### src/rtl/blink_pkg.sv
package blink_pkg;
    localparam int CH_W    = 8;
    localparam int N_CH    = 3;
    localparam int PIX_W   = CH_W * N_CH;

    typedef logic [N_CH-1:0][CH_W-1:0] rgb_t;

    typedef enum logic [1:0] {
        IDX_AND  = 2'd0,
        IDX_OR   = 2'd1,
        IDX_XOR  = 2'd2,
        IDX_KEEP = 2'd3
    } idx_op_e;

    typedef enum logic [1:0] {
        CLR_BKGND  = 2'd0,
        CLR_DIM    = 2'd1,
        CLR_BRIGHT = 2'd2,
        CLR_OFFSET = 2'd3
    } clr_op_e;

    function automatic logic [CH_W-1:0] sat_add(input logic [CH_W-1:0] a,
                                                input logic [CH_W-1:0] b);
        logic [CH_W:0] s;
        s = {1'b0, a} + {1'b0, b};
        return s[CH_W] ? {CH_W{1'b1}} : s[CH_W-1:0];
    endfunction
endpackage

### src/rtl/blink_frame_timer.sv
module blink_frame_timer #(
    parameter int RATE_W = 8
) (
    input  logic              clk,
    input  logic              rst,
    input  logic              frame_start,
    input  logic [RATE_W-1:0] rate,
    output logic              blink_on
);
    logic [RATE_W-1:0] frame_cnt;

    always_ff @(posedge clk) begin
        if (rst) begin
            frame_cnt <= '0;
            blink_on  <= 1'b0;
        end else if (rate == '0) begin
            frame_cnt <= '0;
            blink_on  <= 1'b0;
        end else if (frame_start) begin
            if (frame_cnt >= rate - RATE_W'(1)) begin
                frame_cnt <= '0;
                blink_on  <= ~blink_on;
            end else begin
                frame_cnt <= frame_cnt + RATE_W'(1);
            end
        end
    end

    assert_phase_hold_R4: assert property (@(posedge clk) disable iff (rst)
        (!frame_start && rate != '0) |=> $stable(blink_on));

    assert_zero_rate_R3: assert property (@(posedge clk) disable iff (rst)
        (rate == '0) |=> !blink_on);
endmodule

### src/rtl/blink_index_xform.sv
module blink_index_xform
    import blink_pkg::*;
#(
    parameter int ADDR_W = 8
) (
    input  logic [ADDR_W-1:0] idx_in,
    input  logic [ADDR_W-1:0] mask,
    input  logic [1:0]        op,
    output logic [ADDR_W-1:0] idx_out
);
    always_comb begin
        unique case (idx_op_e'(op))
            IDX_AND:  idx_out = idx_in & mask;
            IDX_OR:   idx_out = idx_in | mask;
            IDX_XOR:  idx_out = idx_in ^ mask;
            default:  idx_out = idx_in;
        endcase
    end
endmodule

### src/rtl/blink_color_xform.sv
module blink_color_xform
    import blink_pkg::*;
(
    input  rgb_t       color_in,
    input  rgb_t       bkgnd,
    input  logic [1:0] op,
    output rgb_t       color_out
);
    for (genvar ch = 0; ch < N_CH; ch++) begin : g_ch
        logic [CH_W-1:0] c;
        assign c = color_in[ch];
        always_comb begin
            unique case (clr_op_e'(op))
                CLR_BKGND:  color_out[ch] = bkgnd[ch];
                CLR_DIM:    color_out[ch] = c >> 1;
                CLR_BRIGHT: color_out[ch] = sat_add(c, c >> 1);
                default:    color_out[ch] = sat_add(c, bkgnd[ch]);
            endcase
        end
    end
endmodule

### src/rtl/blink_pixel_unit.sv
module blink_pixel_unit
    import blink_pkg::*;
#(
    parameter int RATE_W = 8,
    parameter int ADDR_W = 8
) (
    input  logic              clk,
    input  logic              rst,
    input  logic              frame_start,
    input  logic [RATE_W-1:0] cfg_rate,
    input  logic              cfg_bypass,
    input  logic [1:0]        cfg_op,
    input  logic [ADDR_W-1:0] cfg_mask,
    input  logic [PIX_W-1:0]  cfg_bkgnd,
    input  logic [PIX_W-1:0]  pix_in,
    input  logic              pix_blink,
    output logic [PIX_W-1:0]  pix_out,
    output logic              blink_on
);
    logic [ADDR_W-1:0] idx_new;
    rgb_t              clr_new;
    logic [PIX_W-1:0]  pix_next;

    blink_frame_timer #(.RATE_W(RATE_W)) u_timer (
        .clk(clk), .rst(rst), .frame_start(frame_start),
        .rate(cfg_rate), .blink_on(blink_on)
    );

    blink_index_xform #(.ADDR_W(ADDR_W)) u_idx (
        .idx_in(pix_in[ADDR_W-1:0]), .mask(cfg_mask),
        .op(cfg_op), .idx_out(idx_new)
    );

    blink_color_xform u_clr (
        .color_in(rgb_t'(pix_in)), .bkgnd(rgb_t'(cfg_bkgnd)),
        .op(cfg_op), .color_out(clr_new)
    );

    always_comb begin
        pix_next = pix_in;
        if (pix_blink && blink_on) begin
            if (cfg_bypass) pix_next = PIX_W'(clr_new);
            else            pix_next[ADDR_W-1:0] = idx_new;
        end
    end

    always_ff @(posedge clk) begin
        if (rst) pix_out <= '0;
        else     pix_out <= pix_next;
    end

    assert_passthru_R5: assert property (@(posedge clk) disable iff (rst)
        (!pix_blink || !blink_on) |=> pix_out == $past(pix_in));

    assert_upper_kept_R6: assert property (@(posedge clk) disable iff (rst)
        (!cfg_bypass) |=> pix_out[PIX_W-1:ADDR_W] == $past(pix_in[PIX_W-1:ADDR_W]));

    assert_bright_no_wrap_R9: assert property (@(posedge clk) disable iff (rst)
        (cfg_bypass && cfg_op == 2'd2 && pix_blink && blink_on) |=>
        (pix_out[23:16] >= $past(pix_in[23:16]) &&
         pix_out[15:8]  >= $past(pix_in[15:8])  &&
         pix_out[7:0]   >= $past(pix_in[7:0])));

    assert_offset_no_wrap_R10: assert property (@(posedge clk) disable iff (rst)
        (cfg_bypass && cfg_op == 2'd3 && pix_blink && blink_on) |=>
        (pix_out[23:16] >= $past(pix_in[23:16]) &&
         pix_out[15:8]  >= $past(pix_in[15:8])  &&
         pix_out[7:0]   >= $past(pix_in[7:0])));
endmodule

### config.mk
export PLATFORM = sky130hd
export DESIGN_NAME = blink_pixel_unit
export DESIGN_NICKNAME = d
export VERILOG_FILES = /design/src/rtl/blink_pkg.sv /design/src/rtl/blink_frame_timer.sv /design/src/rtl/blink_index_xform.sv /design/src/rtl/blink_color_xform.sv /design/src/rtl/blink_pixel_unit.sv
export SDC_FILE = /design/constraint.sdc
export NUM_CORES = 1
export LEC_CHECK = 0
export BUFFER_PORTS_ARGS = -buffer_cell sky130_fd_sc_hd__buf_2
export CORE_MARGIN = 4
export CORE_UTILIZATION = 50
export CTS_CLUSTER_SIZE = 14
export DETAILED_ROUTE_END_ITERATION = 10
export GPL_TIMING_DRIVEN = 0
export PLACE_DENSITY_LB_ADDON = 0.15
export SLEW_MARGIN = 20
export SYNTH_ARGS = -nofsm -noshare
export SYNTH_HDL_FRONTEND = slang
export SYNTH_SLANG_ARGS = --single-unit
### constraint.sdc
create_clock -name clk -period 2.34 [get_ports clk]
set_input_delay 0 -clock clk [delete_from_list [all_inputs] [get_ports clk]]
set_output_delay 0 -clock clk [all_outputs]
set_load 0.03 [all_outputs]
* Word-level counts from Yosys, hierarchy flattened *
Cells that the tools add are included.

storage, ports and cells
  register bits = 33
  input bits = 71
  logic and storage cells = 37

operators by class
  $add $sub $neg = 8
  magnitude comparators = 1
  equality and inequality tests = 2
  mux-type cells = 14
  bitwise operators = 4
  reduce and logical (&&, ||, !) cells = 5

operators by type and width
  kind                   number
  $pmux W8 S3            4
  $mux W8                8
  $add A8 B7 Y9          3
  $add A8 B8 Y9          3
  $mux W24               1
  $mux W16               1
  $add A8 B1 Y8 const B  1
  $and A8 B8 Y8          1
  $ge A8 B8 Y1           1
  $logic_not A8 Y1       1
  $or A8 B8 Y8           1
  $sub A8 B1 Y8 const B  1
  $xor A8 B8 Y8          1
  $eq A2 B1 Y1 const B   1
  $eq A2 B2 Y1 const B   1
  $logic_not A2 Y1       1
  $reduce_and A2 Y1      1
  $reduce_or A2 Y1       1
  $logic_and A1 B1 Y1    1
  $not A1 Y1             1

* Longest topological paths before layout *
Gate-level depths: netlist (run 1).

  word-level depth = 5
  mapped depth = 10
  gate-level depth less buffers = 10

* Cells and area by module *
A second synthesis (run 1) with hierarchy kept.

unflattened totals
  cell total of the unflattened synthesis = 547
  area, all modules = 4784.6 µm²

modules (own cells, without submodules)
  module             times used  cells an instance  area each (µm²)  sequential area each (µm²)
  blink_color_xform  1           308                2489.9           0.0
  blink_pixel_unit   1           108                1109.8           480.5
  blink_frame_timer  1           81                 691.9            180.2
  blink_index_xform  1           50                 493.0            0.0

* Worst setup path before layout (run 1) *
OpenSTA, ideal clock, no wires.

  path kind = input -> register
  start = in cfg_rate[4]
  end = reg u_timer.frame_cnt[0]
  library setup time = 65 ps
  arrival time = 1912 ps
  required time = 2275 ps
  setup slack = 362 ps
  cell stages on the path = 10
  path buffers = 0
  cell sequence = nor4_1 > nor2b_1 > nand2_1 > xnor2_1 > ha_1 > and3_1 > a221o_1 > a31oi_1 > o21bai_1 > nor2_1

on the way
  word-level cells in the longest chain between the ends = 3
  elaborated cells between the ends (all ways) = 5
  those cells by class = add/sub: 1; order compare: 1; mux: 1; reduce/logical: 2

ends and longest elaborated chain
  what                    line                     text
  start: declaration      blink_pixel_unit.sv:10   input logic [RATE_W-1:0] cfg_rate,
  $sub A8 B1 Y8           blink_frame_timer.sv:20  if (frame_cnt >= rate - RATE_W'(1)) begin
  $ge A8 B8 Y1            blink_frame_timer.sv:20
  $mux W8                 blink_frame_timer.sv:20
  end signal: assignment  blink_frame_timer.sv:24  frame_cnt <= frame_cnt + RATE_W'(1);
  end: declaration        blink_frame_timer.sv:10  logic [RATE_W-1:0] frame_cnt;

Parallel ways exist; a longest one is shown, timed or not.
A chain may end at the register's enable or synchronous reset.

* Worst setup path after layout (run 1) *
  start = in pix_in[1]
  end = reg pix_out[4]

on the way
  word-level cells in the longest chain between the ends = 5
  elaborated cells between the ends (all ways) = 7
  those cells by class = add/sub: 2; mux: 5

ends and longest elaborated chain
  what                                                   line                     text
  start: declaration                                     blink_pixel_unit.sv:15   input logic [PIX_W-1:0] pix_in,
  $add A8 B8 Y9 / $add A8 B7 Y9 (equally long branches)  blink_pkg.sv:25          s = {1'b0, a} + {1'b0, b};
  $mux W8                                                blink_pkg.sv:26          return s[CH_W] ? {CH_W{1'b1}} : s[CH_W-1:0];
  $pmux W8 S3 *                                          blink_color_xform.sv:13  unique case (clr_op_e'(op))
  $mux W8 *                                              blink_pixel_unit.sv:42   if (cfg_bypass) pix_next = PIX_W'(clr_new);
  $mux W24 *                                             blink_pixel_unit.sv:41   if (pix_blink && blink_on) begin
  end signal: assignment                                 blink_pixel_unit.sv:49   else pix_out <= pix_next;
  end: declaration                                       blink_pixel_unit.sv:17   output logic [PIX_W-1:0] pix_out,

Mark *: on every way between the ends. The rest lies on a longest branch, timed or not.

==> reports/qor.yml, run 1 <==
timing:
  fmax_mhz: 456
  max_slew.worst_pin.slew_ps: 685
  hold_viol: 0
  rsz0062_at_grt: "false"
  timing.final.crit_share_pct: 93.8
  tns_ps: 0
  setup_viol: 0
  maxSlewViolCount: 0
  period_minus_slack_ps: 2190
  fin_worst_skew_ps: 11.2
  max_slew_margin_pct: 54.3
synthesis:
  ys_seq_area_share_pct: 14.6
  synthSimpleGateAreaFrac_pct: 16.8
  synth_top_family_by_area: "compound AO/OA/AOI/OAI gates"
  synth_compound_area_share_pct: 29.4
  synth_nets: 723
  yosysUniqueCellTypes: 61
  synthMuxAreaShare_pct: 3.43
  synthAdderAreaFrac_pct: 23.4
  synth_seq_cells: 33
  ys.flop_type: "dfxtp_1"
  yosysWarnings: 0
  synth_area_um2: 4530
  syn_avg_cell_area_um2: 7.93
  synth_xor_area_share_pct: 7.55
  synth_edf_count: 0
  async_flop_share_pct: 0
  syn-instance-count: 571
placed_design:
  placement.cell_area_um2: 5120
  port-buffer-count: 92
  dp_hpwl_um: 10700
  place_congestion: 0.882
global_routing:
  use_met2_pct: 41.6
  first_global_vias: 4606
  grt_pass1_wl_um: 21300
  antenna_found_initial: 0
  top_usage_layer: "met2"
  use_met3_pct: 3.92
  track_usage_pct: 24.7
  grt_use_met1_pct: 32.1
  grt_max_degree: 12
  overflow: 0
setup_path:
  cp-end-kind: "register"
  arrival_ps: 2350
  crit_fanout: 8
  criticalPathCategory: "primary input to register"
  required_ps: 2490
  cp-start-kind: "primary input"
  reg2reg_depth: 8
finish:
  fill_cells: 822
  area_delta_synth_final_pct: 16.9
  num_antenna_cells: 0
  drive_gt1_share_pct: 19.6
  final_cell_area_um2: 5290
  num-nets-final: 825
routing:
  drt_pass1_iterations: 5
  viasPerCell: 6.02
  wl_per_cell_um: 16.8
  drt_iter0_drc: 302
  wl_um: 13100
  vias: 4705
  drcViolationCount: 0
  drtAntennaViolNets: 0
clocking:
  path_clk_slew_ps: 80
  clk_latency_ps: 300
  clk_path_buf_depth: 2
  clkSinkCount: 33
  numCtsBuffers: 5
  cts_tree: "yes"
  cts_root_buf: "clkbuf_8"
  cts_setup_buffers: 0
  cts_max_level: 2
worst_hold_path:
  hp-class: "primary input to register"
  whs_path_depth: 3
die:
  fp.coreArea_um2: 8760
  rows: 34
  ioPinCount: 96
  start_util_pct: 51.6
  dieWidth_um: 103
  dieArea_um2: 10600
  fp.dieH_um: 103
power:
  power.density_nw_per_um2: 424
  p_leak_nw: 2.50
  vdd_drop_max_v: 0.000245
flow_run:
  cap_violations: 0
status:
  outcome: "completed"
==> final timing paths <==
path,from,slack [ps],to
max,pix_in[1],150,pix_out[4]
min,frame_start,3,u_timer.frame_cnt[1]
max reg2reg,u_timer.frame_cnt[0],350,u_timer.frame_cnt[3]
min reg2reg,u_timer.frame_cnt[7],530,u_timer.frame_cnt[7]
==> per-stage QoR <==
step | worst slack [ps] | util [%] | hold WS (ps) | std cells | power (mW)
2_1_floorplan | 362 | - | 108 | 571 | 1.28
3_3_place_gp | -100 | 58.4 | 246 | 771 | 1.54
3_5_place_dp | -164 | 58.4 | 249 | 771 | 1.57
4_1_cts | 116 | 60.3 | 2.84 | 782 | 2.24
5_1_grt | 5.60 | 60.4 | 9.20 | 782 | 2.38
6_report | 146 | 60.4 | 3.30 | 782 | 2.24
==> area by class of cell <==
type                    instances  area (µm²)  area share, %
plain buffers                  18        85.1           1.61
clock buffers                   5        68.8           1.30
clock inverters                 3        65.1           1.23
inverters                      36         135           2.55
multi-input cells             484        3650           69.0
flip-flops and latches         33         661           12.5
well taps                     108         135           2.55
repair buffers                 95         490           9.27
==> sequential cells by signal (all words and copies together), names as in the netlist <==
signal and cells:
pix_out 24, u_timer.frame_cnt 8, u_timer.blink_on 1
==> power by group <==
group / switching, mW / internal (mW) / total, mW / leakage (nW)
Clock: 0.253 / 0.424 / 0.676 / 0.0681
Sequential: 0.0114 / 0.590 / 0.601 / 0.273
Combinational: 0.561 / 0.405 / 0.966 / 2.16
Total: 0.825 / 1.42 / 2.24 / 2.50
==> cell families after synthesis <==
group                      Yosys count
xor gates and xnor gates            39
AOI/OAI and AO/OA                  192
buffers and inverters               54
and+or+nand+nor                    162
adders and majority gates           81
DFF                                 33
muxes                               10
==> critical path: stages <==
cell and delay [ps]:
buf_2 170, ha_1 250, fa_1 430, a211oi_1 360, nor2_1 120, o22ai_1 280
nand2_1 240, o21ai_0 360, o22ai_1 150
==> per-layer routing <==
metal	part of all wire [%]	vias up	routed length [µm]
met4	1.9	0	243
met2	47	176	6230
met5	0	-	0
met1	43	2174	5700
met3	7.3	23	956
li1	-	2332	-
==> layout by cell type (no fill, tap or decap), types with 4 or more instances in the layout <==
master | synthesis | layout
nor3_1 | 6 | 6
o21ai_1 | 9 | 9
o21ai_0 | 23 | 23
xor2_1 | 14 | 14
a221oi_1 | 6 | 6
nand3_1 | 7 | 7
o221ai_1 | 15 | 15
nor2_1 | 68 | 68
dfxtp_1 | 33 | 33
mux2_2 | 4 | 4
mux4_2 | 4 | 4
a22oi_1 | 4 | 4
xnor2_1 | 25 | 25
o21a_1 | 6 | 6
fa_1 | 6 | 6
or3_1 | 5 | 5
nand2_1 | 35 | 35
a31oi_1 | 8 | 7
ha_1 | 75 | 75
o21bai_1 | 7 | 7
and3_1 | 6 | 6
o31ai_1 | 5 | 5
inv_1 | 36 | 36
clkbuf_8 | 0 | 5
clkbuf_1 | 10 | 10
nor2b_1 | 9 | 9
a21o_1 | 15 | 15
a211oi_1 | 24 | 24
o22ai_1 | 13 | 13
nor4_1 | 5 | 5
or2_2 | 4 | 4
a21oi_1 | 34 | 34
buf_2 | 5 | 97
==> timing repair <==
item                                    4_1_cts  5_1_grt
resized for setup                             0        1
endpoints found under the setup margin        0        7
hold buffers                                  3        0
hold endpoints to repair                      3        0
==> Yosys cell counts, drive strengths merged, types with 5 or more instances <==
master,count,area share [%]
clkbuf,10,0.83
o21a,6,1.0
o21bai,8,1.4
nor2b,9,1.2
or3,5,0.69
a31oi,8,1.1
ha,75,21
o221ai,15,2.9
nor3,6,0.66
inv,36,3.0
a211oi,27,4.8
o21ai,34,3.9
xnor2,25,4.8
a21oi,35,4.0
nand3,7,0.77
and3,6,0.83
buf,8,1.1
dfxtp,33,15
a21o,15,2.5
xor2,14,2.7
fa,6,2.7
nor4,5,0.69
nor2,69,5.8
nand2,35,2.9
a221oi,6,1.2
o31ai,5,0.83
o22ai,13,1.8
Power figures use the tool's default switching activity.
==> run 2: changes to the inputs <==
Settings changed: BUFFER_PORTS_ARGS -buffer_cell sky130_fd_sc_hd__buf_2 to -buffer_cell sky130_fd_sc_hd__buf_4, PLACE_DENSITY set to 0.77, PLACE_DENSITY_LB_ADDON 0.15 to not set.
==> run 2 against run 1 <==
  * The run now ends with hold timing left
  * Flip-flop and latch count unchanged
  * Non-clock buffer count increased by 6
  * Hold slack worse by 6.7 ps
  * Power down 7.5%
  * Worst setup slack improved by 21 ps
  * Clock-buffer cell count unchanged
  * Largest power group unchanged
==> reports/qor.yml, run 2 (synthesis gave the netlist of run 1 again) <==
placed_design:
  placement.cell_area_um2: 5350  # +4.5%
  port-buffer-count: 92  # unchanged
  dp_hpwl_um: 10700  # about the same
  place_congestion: 0.922  # +4.6%
worst_hold_path:
  hp-class: "primary input to register"
  whs_path_depth: 3  # unchanged
finish:
  final_cell_area_um2: 5530  # +4.6%
  multi_input_area_um2: 3650  # about the same
  largest_register_ffs: 24  # unchanged
  top_regs: "pix_out: 24 flops, u_timer.frame_cnt: 8 flops, u_timer.blink_on: 1 flops"
  final_util_pct: 63.1  # +2.8 points
  num-nets-final: 831  # +0.73%
  regMostFlops: "pix_out"
  num_antenna_cells: 0  # unchanged
  area_delta_synth_final_pct: 22.3
  drive_gt1_share_pct: 19.4  # -0.17 points
  fill_cells: 769  # -6.4%
  mostFrequentLayoutCells: "buf_4, ha_1, nor2_1"
  final_common_cell: "buf_4"
  register_area_um2: 661  # unchanged
clocking:
  clk_path_buf_depth: 2  # unchanged
  cts_root_buf: "clkbuf_8"
  clk_latency_ps: 300  # about the same
  cts_setup_buffers: 0  # unchanged
  cts_tree: "yes"
  numCtsBuffers: 5  # unchanged
  clkSinkCount: 33  # unchanged
  path_clk_slew_ps: 80  # about the same
  cts_max_level: 2  # unchanged
timing:
  max_slew_margin_pct: 51.8  # -2.5 points
  whs_ps: -3.39  # -6.69 ps
  hold_viol: 1  # +1
  max_slew.worst_pin.slew_ps: 722  # +37.6 ps
  tns_ps: 0  # unchanged
  period_minus_slack_ps: 2170  # -20.8 ps
  fin_worst_skew_ps: 6.11  # -5.11 ps
  fmax_mhz: 460  # +0.96%
  rsz0062_at_grt: "false"
  maxSlewViolCount: 0  # unchanged
  timing.final.crit_share_pct: 92.9  # -0.89 points
  setup_viol: 0  # unchanged
setup_path:
  crit_end: "pix_out[9]"
  required_ps: 2530  # +40 ps
  cp-end-kind: "register"
  worst_r2r_endpoint: "pix_out[16]"
  crit_fanout: 6  # -2
  cp-start-kind: "primary input"
  criticalPathCategory: "primary input to register"
  r2r_slack_ps: 300  # -50 ps
  reg2reg_depth: 6  # -2
  regToRegStartpoint: "u_timer.blink_on"
  arrival_ps: 2360  # about the same
  worstSetupStartpoint: "pix_in[13]"
die:
  dieWidth_um: 103  # unchanged
  ioPinCount: 96  # unchanged
  rows: 34  # unchanged
  start_util_pct: 51.6  # unchanged
  dieArea_um2: 10600  # unchanged
  fp.coreArea_um2: 8760  # unchanged
  fp.dieH_um: 103  # unchanged
power:
  switching_share_pct: 39.6  # +2.8 points
  sequentialPowerShare_pct: 29.0  # +2.2 points
  clock_power_share_pct: 21.7  # -8.4 points
  power.density_nw_per_um2: 375  # -12%
  power_mw: 2.08  # -7.5%
  p_comb_share_pct: 49.3  # +6.2 points
  p_int_mw: 1.25  # -12%
  p_switching_mw: 0.823  # -0.34%
  p_leak_nw: 2.57  # +2.8%
  vdd_drop_max_v: 0.000206  # -16%
routing:
  wl_per_cell_um: 16.9  # +0.40%
  vias: 4740  # +0.74%
  wl_um: 13300  # +1.2%
  viasPerCell: 6.02  # about the same
  drcViolationCount: 0  # unchanged
  drt_iter0_drc: 295  # -2.3%
  drt_pass1_iterations: 5  # unchanged
  drtAntennaViolNets: 0  # unchanged
global_routing:
  antenna_found_initial: 0  # unchanged
  first_global_vias: 4512  # -2.0%
  grt_pass1_wl_um: 21300  # +0.13%
  overflow: 0  # unchanged
  grt_max_degree: 12  # unchanged
  track_usage_pct: 25.1  # +0.37 points
status:
  violations: "hold timing"
  outcome: "finished, violations left"
flow_run:
  cap_violations: 0  # unchanged
## run 2: changes by cell type in the layout (fill, tap and decap cells not counted), moves of 2 or more
cell / delta
buf_2: -92
bufinv_16: -2
dlygate4sd3_1: +6
buf_4: +92
## run 2: worst min-delay path by stage
stage / from / end / slack, ps
2_1_floorplan: pix_in[14] / pix_out[14] / 110
3_3_place_gp: pix_in[16] / pix_out[16] / 230
3_5_place_dp: pix_in[8] / pix_out[8] / 240
4_1_cts: pix_in[10] / pix_out[10] / 0.4
5_1_grt: pix_in[17] / pix_out[17] / 30
6_report: pix_in[9] / pix_out[9] / -3
## run 2: repair_timing
action,4_1_cts,5_1_grt
hold buffers,9,0
setup endpoints to repair,0,1
resized for setup,0,1
endpoints found under the hold margin,10,0
## run 2: worst max-delay path: stages
cell and delay [ps]:
dlygate4sd3_1 540, buf_4 160, ha_1 350, and3_1 180, a221o_1 340, nand3b_1 200
and2_1 240, o221ai_1 260, o21ai_1 90
## run 2: stage by stage
step                      setup WS, ps  instances
after CTS                          135        788
after floorplan                    362        571
final                              167        788
after detailed placement         -39.8        771
after global routing              42.8        788
after global placement           -32.0        771
## run 2: layer usage
layer | wire, µm | global-route usage (%) | vias up | share of wire, %
met5 | 0 | 0 | - | 0
met2 | 6250 | 41.7 | 160 | 47
met1 | 5830 | 32.6 | 2194 | 44
li1 | - | - | 2355 | -
met3 | 859 | 3.92 | 31 | 6.5
met4 | 337 | 9.56 | 0 | 2.5
## run 2: cell type report
class                      instances  share of cell area (%)
buffer                            18                    1.54
clock buffer                       5                    1.24
clock inverter                     3                   0.317
inverter                          36                    2.44
multi-input combinational        484                    66.0
sequential                        33                    11.9
tap                              108                    2.44
timing repair buffer             101                    14.1
## run 2: power groups by stage
stage	Combinational, mW	Sequential (mW)	Clock (mW)
after floorplan	0.620	0.663	0
after global placement	0.969	0.614	0
after detailed placement	0.999	0.615	0
after CTS	1.01	0.602	0.468
after global routing	1.13	0.605	0.491
final	1.02	0.602	0.450
==> run 3: changes to the inputs <==
--- a/config.mk
+++ b/config.mk
@@ -6,11 +6,12 @@
 export NUM_CORES = 1
 export LEC_CHECK = 0
-export BUFFER_PORTS_ARGS = -buffer_cell sky130_fd_sc_hd__buf_4
+export ABC_AREA = 1
 export CORE_MARGIN = 4
 export CORE_UTILIZATION = 50
 export CTS_CLUSTER_SIZE = 14
 export DETAILED_ROUTE_END_ITERATION = 10
+export DONT_BUFFER_PORTS = 1
 export GPL_TIMING_DRIVEN = 0
-export PLACE_DENSITY = 0.77
+export PLACE_DENSITY = 0.68
 export SLEW_MARGIN = 20
 export SYNTH_ARGS = -nofsm -noshare
==> constraint.sdc (replaced) <==
create_clock -name clk -period 2.34 [get_ports clk]
set_input_delay 0 -clock clk [delete_from_list [all_inputs] [get_ports clk]]
set_output_delay 0 -clock clk [all_outputs]
set_load 0.05 [all_outputs]
==> run 3 against run 2 <==
  * The run now ends clean
  * Clock skew up 5.7 ps
  * Clock power up 4.4%
  * Utilization down 6.2 points
  * Worst setup slack better by 67 ps
  * Largest power group unchanged
  * Synthesized area up 9.2%
  * First-iteration DRC count up 74%
  * Largest cell class unchanged
  * Hold slack better by 16 ps
  * Clock-buffer cell count unchanged
  * Register-to-register slack worse by 70 ps
==> reports/qor.yml, run 3 <==
timing:
  rsz0062_at_grt: "false"
  setup_slack_ps: 233  # +66.6 ps
  maxSlewViolCount: 0  # unchanged
  whs_ps: 13.1  # +16.5 ps
  hold_viol: 0  # -1
  period_minus_slack_ps: 2110  # -66.6 ps
  timing.final.crit_share_pct: 90.0  # -2.8 points
  setup_viol: 0  # unchanged
  fmax_mhz: 475  # +3.2%
  max_slew.worst_pin.slew_ps: 693  # -29.6 ps
  tns_ps: 0  # unchanged
  max_slew_margin_pct: 53.8  # +2.0 points
  fin_worst_skew_ps: 11.8  # +5.73 ps
global_routing:
  track_usage_pct: 28.6  # +3.5 points
  first_global_vias: 5344  # +18%
  antenna_found_initial: 0  # unchanged
  grt_max_degree: 12  # unchanged
  overflow: 0  # unchanged
  grt_pass1_wl_um: 26300  # +23%
synthesis:
  ys.flop_type: "dfxtp_1"
  syn_avg_cell_area_um2: 6.02  # -24%
  yosysMostFrequentCell: "nand2_1"
  ys_seq_area_share_pct: 13.4  # -1.2 points
  yosysUniqueCellTypes: 34  # -44%
  synth_nets: 973  # +35%
  netlist_top_cells_area: "ha_1, nand2_1, dfxtp_1, a21oi_1, inv_1"
  yosysWarnings: 0  # unchanged
  yosys.area.top_type: "ha_1"
  syn-instance-count: 821  # +44%
  synth_area_um2: 4940  # +9.2%
  synth_top_cells_by_count: "nand2_1, inv_1, a21oi_1"
  synth_seq_cells: 33  # unchanged
  yosysTopAreaCellShare_pct: 19.0  # -1.7 points
  async_flop_share_pct: 0  # unchanged
  synth_edf_count: 0  # unchanged
routing:
  drtAntennaViolNets: 0  # unchanged
  drt_iter0_drc: 512  # +74%
  drt_pass1_iterations: 6  # +1
  wl_um: 16300  # +23%
  wl_per_cell_um: 16.4  # -2.9%
  viasPerCell: 5.48  # -8.8%
  drcViolationCount: 0  # unchanged
  vias: 5452  # +15%
power:
  p_leak_nw: 2.94  # +14%
  power.density_nw_per_um2: 372  # -0.82%
  vdd_drop_max_v: 0.000189  # -8.3%
setup_path:
  cp_slowest_cell: "dfxtp_2"
  criticalPathCategory: "register to register"
  required_ps: 2560  # +30 ps
  cp-start-kind: "register"
  arrival_ps: 2330  # -30 ps
  cpMostUsedCell: "a21oi_1"
  slowest_delay_ps: 520  # -20 ps
  path_cells: "nand2_2 -> nor2_1 -> inv_1 -> clkbuf_1 -> a21oi_1 -> nand2_1 -> a21oi_1"
  path_buf_inv: 2  # unchanged
  cp-end-kind: "register"
  path_delay_family: "buffers and inverters"
  crit_fanout: 10  # +4
die:
  ioPinCount: 96  # unchanged
  start_util_pct: 51.0  # -0.62 points
  rows: 36  # +5.9%
  dieWidth_um: 107  # +4.1%
  fp.dieH_um: 107  # +4.1%
  dieArea_um2: 11500  # +8.5%
  fp.coreArea_um2: 9680  # +11%
finish:
  largest_register_ffs: 24  # unchanged
  regMostFlops: "pix_out"
  final_cell_area_um2: 5520  # -0.32%
  multi_input_area_um2: 3760  # +3.1%
  drive_gt1_share_pct: 4.07  # -15 points
  register_area_um2: 662  # +0.19%
  num-nets-final: 1012  # +22%
  num_antenna_cells: 0  # unchanged
  final_common_cell: "nand2_1"
  area_delta_synth_final_pct: 11.6
  mostFrequentLayoutCells: "nand2_1, inv_1, a21oi_1"
  fill_cells: 1010  # +31%
  top_regs: "pix_out: 24 flops, u_timer.frame_cnt: 8 flops, u_timer.blink_on: 1 flops"
clocking:
  cts_root_buf: "clkbuf_8"
  clk_path_buf_depth: 2  # unchanged
  numCtsBuffers: 5  # unchanged
  cts_tree: "yes"
  clk_latency_ps: 310  # about the same
  clkSinkCount: 33  # unchanged
  path_clk_slew_ps: 90  # about the same
  cts_max_level: 2  # unchanged
placed_design:
  port-buffer-count: 0  # -100%
  pre_cts_ws_ps: 39.6  # +79.4 ps
  dp_hpwl_um: 12200  # +15%
  place_congestion: 0.928  # +0.60%
  placement.cell_area_um2: 5110  # -4.6%
worst_hold_path:
  hp-class: "primary input to register"
flow_run:
  cap_violations: 0  # unchanged
status:
  outcome: "completed"
==> run 3: worst paths after layout <==
| kind | cells past startpoint | from | slack [ps] | to |
|---|---|---|---|---|
| min | 4 | cfg_bkgnd[14] | 10 | pix_out[14] |
| min reg2reg | 2 | u_timer.frame_cnt[1] | 520 | u_timer.frame_cnt[1] |
| max reg2reg | 7 | u_timer.blink_on | 230 | pix_out[19] |
| max | 7 | u_timer.blink_on | 230 | pix_out[19] |
==> run 3: layout make-up <==
type	instances	area share [%]
clock buffer	5	1.25
inverter	111	7.60
timing repair buffer	32	5.81
sequential	33	12.0
multi-input combinational	659	68.2
tap	133	3.02
buffer	18	1.79
clock inverter	3	0.318
==> run 3: power by group <==
| group | leakage (nW) | internal [mW] | switching [mW] | total (mW) |
|---|---|---|---|---|
| clock network | 0.0439 | 0.206 | 0.264 | 0.470 |
| logic | 2.62 | 0.365 | 0.541 | 0.905 |
| registers | 0.273 | 0.587 | 0.0910 | 0.678 |
| total | 2.94 | 1.16 | 0.896 | 2.05 |
==> run 3: per-stage QoR <==
| stage | power [mW] | util, % | std cells |
|---|---|---|---|
| floorplan | 1.35 | - | 821 |
| global placement | 1.51 | 52.7 | 954 |
| detailed placement | 1.53 | 52.7 | 954 |
| CTS | 2.04 | 57.0 | 994 |
| global route | 2.20 | 57.0 | 994 |
| finish | 2.05 | 57.0 | 994 |
==> run 3: worst reg2reg max path, delay by kind of cell (launching register included) <==
family,cells,cell delay [ps]
buffers and inverters,2,580
flip-flops,1,520
AO/OA/AOI/OAI,2,450
AND/OR/NAND/NOR,3,470
==> run 3: routing by layer <==
metal | vias up | global-route usage (%) | part of all wire [%]
met5 | - | 0 | 0
met4 | 0 | 7.12 | 1.7
met3 | 22 | 5.82 | 8.1
met2 | 184 | 49.7 | 47
met1 | 2480 | 36.0 | 43
li1 | 2766 | - | -
==> run 3: cells by family (layout without fill, tap and decap cells) <==
group	Yosys count	count (layout)	synth area share, %
AOI/OAI and AO/OA	149	149	16.3
and+or+nand+nor	405	405	34.2
DFF	33	33	13.4
xor gates and xnor gates	24	24	4.25
buffers and inverters	129	169	10.5
adders and majority gates	81	81	21.4
==> run 3: repair_timing <==
item | CTS | global route
resized for setup | 1 | 0
hold endpoints to repair | 28 | 0
buffers inserted | 0 | 0
hold buffers | 32 | 0
setup endpoints to repair | 1 | 0
